### src/rtl/ecb_pkg.sv
package ecb_pkg;
    localparam int unsigned ECB_NUM_IN  = 4;
    localparam int unsigned ECB_CNT_W   = 16;
    localparam int unsigned ECB_SYNC_FF = 2;

    typedef struct packed {
        logic bit_val;
    } out_state_t;
endpackage

### src/rtl/ecb_fall_sync.sv
module ecb_fall_sync #(
    parameter int unsigned SYNC_FF = 2
) (
    input  logic clk,
    input  logic rst_n,
    input  logic pin,
    output logic level,
    output logic fall
);
    localparam int unsigned CHAIN_W = SYNC_FF + 1;

    typedef struct packed {
        logic [CHAIN_W-1:0] chain;
    } sync_state_t;

    sync_state_t st_d, st_q;

    always_comb begin
        st_d       = st_q;
        st_d.chain = {st_q.chain[CHAIN_W-2:0], pin};
    end

    always_ff @(posedge clk or negedge rst_n) begin
        if (!rst_n) st_q <= '0;
        else        st_q <= st_d;
    end

    // chain[SYNC_FF-1] is the synchronized level, chain[SYNC_FF] its previous value
    assign level = st_q.chain[SYNC_FF-1];
    assign fall  = st_q.chain[SYNC_FF] & ~st_q.chain[SYNC_FF-1];
endmodule

### src/rtl/ecb_snap_counter.sv
module ecb_snap_counter #(
    parameter int unsigned CNT_W = 16
) (
    input  logic             clk,
    input  logic             rst_n,
    input  logic             step,
    input  logic             stb,
    output logic [CNT_W-1:0] live,
    output logic [CNT_W-1:0] snap
);
    localparam logic [CNT_W-1:0] ONE = CNT_W'(1);

    typedef struct packed {
        logic [CNT_W-1:0] cnt;
        logic [CNT_W-1:0] hold;
        logic             stb_prev;
    } cnt_state_t;

    cnt_state_t st_d, st_q;

    always_comb begin
        st_d          = st_q;
        st_d.stb_prev = stb;
        if (step) begin
            st_d.cnt = st_q.cnt + ONE;   // wraps modulo 2**CNT_W
        end
        if (stb && !st_q.stb_prev) begin
            st_d.hold = st_q.cnt;        // pre-step value on a coinciding edge
        end
    end

    always_ff @(posedge clk or negedge rst_n) begin
        if (!rst_n) st_q <= '0;
        else        st_q <= st_d;
    end

    assign live = st_q.cnt;
    assign snap = st_q.hold;
endmodule

### src/rtl/ecb_out_bit.sv
module ecb_out_bit
    import ecb_pkg::*;
(
    input  logic clk,
    input  logic rst_n,
    input  logic wr_en,
    input  logic wr_data,
    output logic val
);
    out_state_t st_d, st_q;

    always_comb begin
        st_d = st_q;
        if (wr_en) st_d.bit_val = wr_data;
    end

    always_ff @(posedge clk or negedge rst_n) begin
        if (!rst_n) st_q <= '0;
        else        st_q <= st_d;
    end

    assign val = st_q.bit_val;
endmodule

### src/rtl/edge_cnt_bank.sv
module edge_cnt_bank
    import ecb_pkg::*;
#(
    parameter int unsigned NUM_IN  = ECB_NUM_IN,
    parameter int unsigned CNT_W   = ECB_CNT_W,
    parameter int unsigned SYNC_FF = ECB_SYNC_FF
) (
    input  logic                    clk,
    input  logic                    rst_n,
    input  logic [NUM_IN-1:0]       pin_in,
    input  logic [NUM_IN-1:0]       rd_stb,
    input  logic                    out_wr_en,
    input  logic                    out_wr_data,
    output logic [NUM_IN*CNT_W-1:0] cnt_snap,
    output logic [NUM_IN:0]         io_status,
    output logic                    out_pin
);
    localparam int unsigned BUS_W = NUM_IN * CNT_W;

    logic [NUM_IN-1:0] lvl;
    logic [NUM_IN-1:0] fall;
    logic [BUS_W-1:0]  cnt_live;
    logic              obit;

    for (genvar i = 0; i < NUM_IN; i++) begin : g_ch
        ecb_fall_sync #(.SYNC_FF(SYNC_FF)) u_sync (
            .clk   (clk),
            .rst_n (rst_n),
            .pin   (pin_in[i]),
            .level (lvl[i]),
            .fall  (fall[i])
        );

        ecb_snap_counter #(.CNT_W(CNT_W)) u_cnt (
            .clk   (clk),
            .rst_n (rst_n),
            .step  (fall[i]),
            .stb   (rd_stb[i]),
            .live  (cnt_live[i*CNT_W +: CNT_W]),
            .snap  (cnt_snap[i*CNT_W +: CNT_W])
        );
    end

    ecb_out_bit u_obit (
        .clk     (clk),
        .rst_n   (rst_n),
        .wr_en   (out_wr_en),
        .wr_data (out_wr_data),
        .val     (obit)
    );

    assign io_status = {obit, lvl};
    assign out_pin   = obit;
endmodule

### config.mk
export PLATFORM = sky130hd
export DESIGN_NAME = edge_cnt_bank
export DESIGN_NICKNAME = d
export VERILOG_FILES = /design/src/rtl/ecb_pkg.sv /design/src/rtl/ecb_fall_sync.sv /design/src/rtl/ecb_snap_counter.sv /design/src/rtl/ecb_out_bit.sv /design/src/rtl/edge_cnt_bank.sv
export SDC_FILE = /design/constraint.sdc
export NUM_CORES = 1
export LEC_CHECK = 0
export BUFFER_PORTS_ARGS = -buffer_cell sky130_fd_sc_hd__buf_2
export CAP_MARGIN = 10
export CORE_MARGIN = 2
export CORE_UTILIZATION = 55
export CTS_CLUSTER_SIZE = 40
export DETAILED_ROUTE_END_ITERATION = 8
export PLACE_DENSITY = 0.88
export SYNTH_ARGS = -nofsm -noshare
export SYNTH_HDL_FRONTEND = slang
export SYNTH_SLANG_ARGS = --single-unit
### constraint.sdc
create_clock -name clk -period 2.6 [get_ports clk]
set_input_delay 0.39 -clock clk [delete_from_list [all_inputs] [get_ports clk]]
set_output_delay 0.39 -clock clk [all_outputs]
set_load 0.01 [all_outputs]
# --- Word level (Yosys, flattened, before mapping) ---
# Index checks and enable logic that the tools add are counted.
totals:
  regBits: 145
  mem_count: 0
  elab_cells: 37
  romBits: 0
  ramBits: 0
  in_bits: 12
  latchBits: 0
classes:
  addsub: 4
  reduce_logical: 8
  eq_ne: 0
  n_div: 0
  muxes: 0
  order_cmp: 0
  bitwise: 8
  multipliers: 0
  n_shift: 0
op_table:
  columns: ["operator", "count"]
  rows:
  - ["16-bit by 1-bit adder with 16-bit output, second input constant", 4]
  - ["1-bit bitwise AND", 4]
  - ["1-bit logical AND", 4]
  - ["1-bit zero test", 4]
  - ["1-bit inverter", 4]

# --- Logic depth before layout (Yosys ltp) ---
logic_depth:
  word_depth: 2
  depth_mapped: 5
  ltp_nobuf: 5

# --- Hierarchy ---
# A second synthesis with hierarchy kept.
unflattened:
  hier_cells: 515
  hier_area_um2: 6598.8
by_module_without_submodules:
  columns: ["mod", "seq_area_each_um2", "area_per_inst_um2", "cells_per_inst", "instances"]
  rows:
  - ["ecb_snap_counter", 825.8, 1549.0, 124, 4]
  - ["ecb_fall_sync", 75.1, 88.8, 4, 4]
  - ["ecb_out_bit", 25.0, 40.0, 2, 1]
  - ["edge_cnt_bank", 0.0, 7.5, 1, 1]

# --- Least setup slack after synthesis ---
# Ideal clock, no wire load.
synth_timing:
  path_type: "register to register"
  start: "register g_ch[3].u_cnt.st_q (netlist bit g_ch[3].u_cnt.live[0])"
  end: "register g_ch[3].u_cnt.st_q (netlist bit g_ch[3].u_cnt.live[14])"
  stages_incl_launch_ff: 6
  t_arrival_ns: 1.322
  slack_ns: 1.156
  setup_time_ns: 0.123
  n_path_buf: 0
  period_less_slack_ns: 1.444
  required_time_ns: 2.477
  cell_sequence: "dfrtp_1 > ha_1 > nand3b_1 > nor4_4 > nand3_1 > xnor2_1"
synth_between:
  elab_chain_len: 1
synth_lines:
  columns: ["item", "line", "rtl"]
  rows:
  - ["from (decl)", "ecb_snap_counter.sv:19", "cnt_state_t st_d, st_q;"]
  - ["from (signal assigned)", "ecb_snap_counter.sv:34", "else st_q <= st_d;"]
  - ["16-bit by 1-bit adder with 16-bit output", "ecb_snap_counter.sv:25", "st_d.cnt = st_q.cnt + ONE;"]
# Every way passes these cells.
# A chain may end at the register's enable or synchronous reset.

# --- Worst setup path in the final report ---
layout_timing:
  start: "input port rd_stb[1]"
  end: "register g_ch[1].u_cnt.st_q (netlist bit g_ch[1].u_cnt.snap[0])"
layout_between:
  elab_chain_len: 1
layout_lines:
  columns: ["item", "line", "rtl"]
  rows:
  - ["from (decl)", "edge_cnt_bank.sv:11", "input logic [NUM_IN-1:0] rd_stb,"]
  - ["1-bit logical AND", "ecb_snap_counter.sv:27", "if (stb && !st_q.stb_prev) begin"]
  - ["to (signal assigned)", "ecb_snap_counter.sv:34", null]
  - ["to (decl)", "ecb_snap_counter.sv:19", null]
# Every way passes these cells.

==> reports/metrics.csv <==
metric;value;unit
share of cells above drive strength 1;0.374;
Via Count;3306;
DP HPWL;6.42;mm
number of buffers created by CTS;17;
post-synthesis adder-cell area fraction;0.00814;
GRT Total Usage;0.178;
setup TNS;0;ns
RSZ-0062 raised after global routing;false;
Mapped Nets;473;
remaining antenna violation count;0;
Final Hold Viols;0;
GR Overflow Total;0;
Synth top cells by count;145 x dfrtp_1, 69 x buf_4, 67 x mux2_2;
worst vdd ir;0.678;mV
Max Cap Viol;0;
CTS tree;yes;
Rel. slew slack;0.465;
H-tree Lvls;4;
Final period util;0.629;
CP arrival;2.04;ns
most common cell in the netlist;dfrtp_1;
Initial Utilization;0.565;
fmax;612;MHz
Yosys warnings;0;
largest net degree at the start of global routing;67;
Avg Cell Area, Syn;13.5;um2
Hold WC Path Type;input port to flip-flop;
share of the synthesized area in the top cell type;0.590;
post-DR vias/cell;5.13;
drt wl/cell;15.0;um
max incr delay on CP;0.56;ns
top_reg_cell synth;dfrtp_1;
number of synthesized register bits;145;
DRC viols;0;
die area;12000;um2
number of diodes;0;
post-synthesis mux area share;0.123;
first-pass GRT wire length;16.1;mm
Slew @ Worst Pin;0.802;ns
Synth Area in Simple Gates;0.103;
FP Rows;38;
Setup-failing EPs final;0;
post-synthesis share of cell area spent on xor and xnor gates;0.0854;
largest family of logic cells by synthesized area;multiplexers;
Die Width;110;um
Setup CP Type;input port to flip-flop;
Critical Path Start Type;input port;
ys async rst share;1.00;
Synth Area in Compound Gates;0.000814;
Die Height;110;um
Cell Chain, Critical Path;dlygate4sd3_1 -> buf_2 -> nand2b_1 -> mux2_2;
Reg clk slew, reported paths;0.06;ns
antenna violations before repair;0;
Seq/Total Area, Yosys;0.590;
Final Skew;0.00467;ns
CP endpoint kind;flip-flop;
Overall Power;6330;uW
Iter 0 DRT Violations;76;
Clk Latency, worst-skew pair;0.53;ns
number of gates resized after cts;0;
mapped cell area;6150;um2
run status;completed;
Post-synth EDFFs;0;
Synth area leader;dfrtp_1;
Syn Inst Count;457;
CP max-delay cell;nand2b_1;
Ports;82;
flop2flop setup slack;0.98;ns
# nets final;508;
power density cells;912;nW/um2
IO Port Bufs;81;
area grow syn2layout;12.9;%
Synth area leaders;dfrtp_1 59%, mux2_2 12%, buf_4 8.4%, xnor2_1 5.7%, xor2_1 2.8%;
Routed WL;9.67;mm
Slew Limit Fails;0;
P_leak;0.00350;uW
vias in the first global route;3423;
routability cong.;0.769;
Final Critical Period;1.64;ns
Yosys cell types;30;
Worst EP required;3.01;ns
CTS Root Cell;clkbuf_8;
Clock Tree Buf Depth;2;
1st-pass router iterations;4;
worst-path fanout max;16;
Sink Count;145;
CORE AREA;10900;um2
-- critical path: cells and delay by family --
kind	cells	cell delay, ns
buffers and inverters	2	0.66
multiplexers	1	0.42
AND/OR/NAND/NOR	1	0.56
-- cell usage in the layout (no fill, tap or decap), types with 2 or more instances in the layout --
master	synthesis	routed
clkinv_2	0	3
nor3_1	4	4
clkbuf_1	3	3
clkbuf_16	0	16
xor2_1	20	20
nor2_1	8	8
buf_4	69	2
nand4b_1	2	2
nor4_2	3	3
nor4_4	2	2
clkbuf_8	0	3
xnor2_1	40	40
mux2_2	67	67
nor2b_1	4	4
and4_1	4	4
buf_2	5	80
dfrtp_1	145	145
dlygate4sd3_1	0	9
bufinv_16	0	5
ha_1	4	4
nand4_1	10	10
nand3_1	18	18
nand2b_1	5	5
nand2_1	22	22
nand3b_1	3	3
and3_1	10	10
-- final cells by class --
type | instances | area (um2)
Sequential cell | 145 | 3630
Fill cell | 793 | 3940
Timing Repair Buffer | 93 | 537
Tap cell | 140 | 175
Multi-Input combinational cell | 234 | 1970
Inverter | 1 | 3.75
Clock buffer | 22 | 453
Clock inverter | 10 | 181
-- report_power, final --
group          switching [uW]  internal, uW  leakage, uW
combinational             385           430      0.00128
sequential                335          2600      0.00191
clock                     879          1700     0.000309
-- registers in the layout, summed over array words and instances, names as in the netlist --
signal            count
u_obit.val            1
g_ch.u_cnt.live      64
g_ch.u_sync.st_q     12
g_ch.u_cnt.st_q       4
g_ch.u_cnt.snap      64
-- per-layer routing --
layer / track usage / vias up / share of wire
met5: 0 / - / 0
li1: - / 1560 / -
met3: 0.0747 / 10 / 0.048
met1: 0.214 / 1664 / 0.44
met4: 0.0678 / 0 / 0.012
met2: 0.284 / 72 / 0.50
-- stage by stage --
stage	cell area, um2	util	hold slack [ns]	cells	worst slack [ns]
finish	6940	0.638	0.0944	645	0.965
global route	6940	0.638	0.0624	645	0.858
global placement	6220	0.571	0.333	604	1.02
CTS	6940	0.638	0.0620	645	0.956
detailed placement	6220	0.571	0.337	604	0.964
floorplan	6150	-	0.0944	457	1.16
-- final timing paths --
check / startpoint / to / depth (start not counted)
max in group asynchronous: rst_n / g_ch[0].u_cnt.snap[10] / 3
max: rd_stb[1] / g_ch[1].u_cnt.snap[0] / 4
min: out_wr_data / u_obit.val / 2
min reg2reg: g_ch[1].u_sync.st_q[0] / g_ch[1].u_sync.st_q[1] / 0
max reg2reg: g_ch[3].u_cnt.live[0] / g_ch[3].u_cnt.live[14] / 5
min in group asynchronous: rst_n / g_ch[3].u_cnt.snap[5] / 2
-- cell families after synthesis --
family	Yosys count
DFF	145
AOI/OAI and AO/OA	1
and+or+nand+nor	102
adders and majority gates	4
buffers and inverters	78
muxes	67
xor gates and xnor gates	60
-- what timing repair did --
item / 4_1_cts / 5_1_grt
hold endpoints to repair: 71 / 0
setup buffers: 0 / 0
hold buffers: 9 / 0
(Power assumes the default switching activity.)
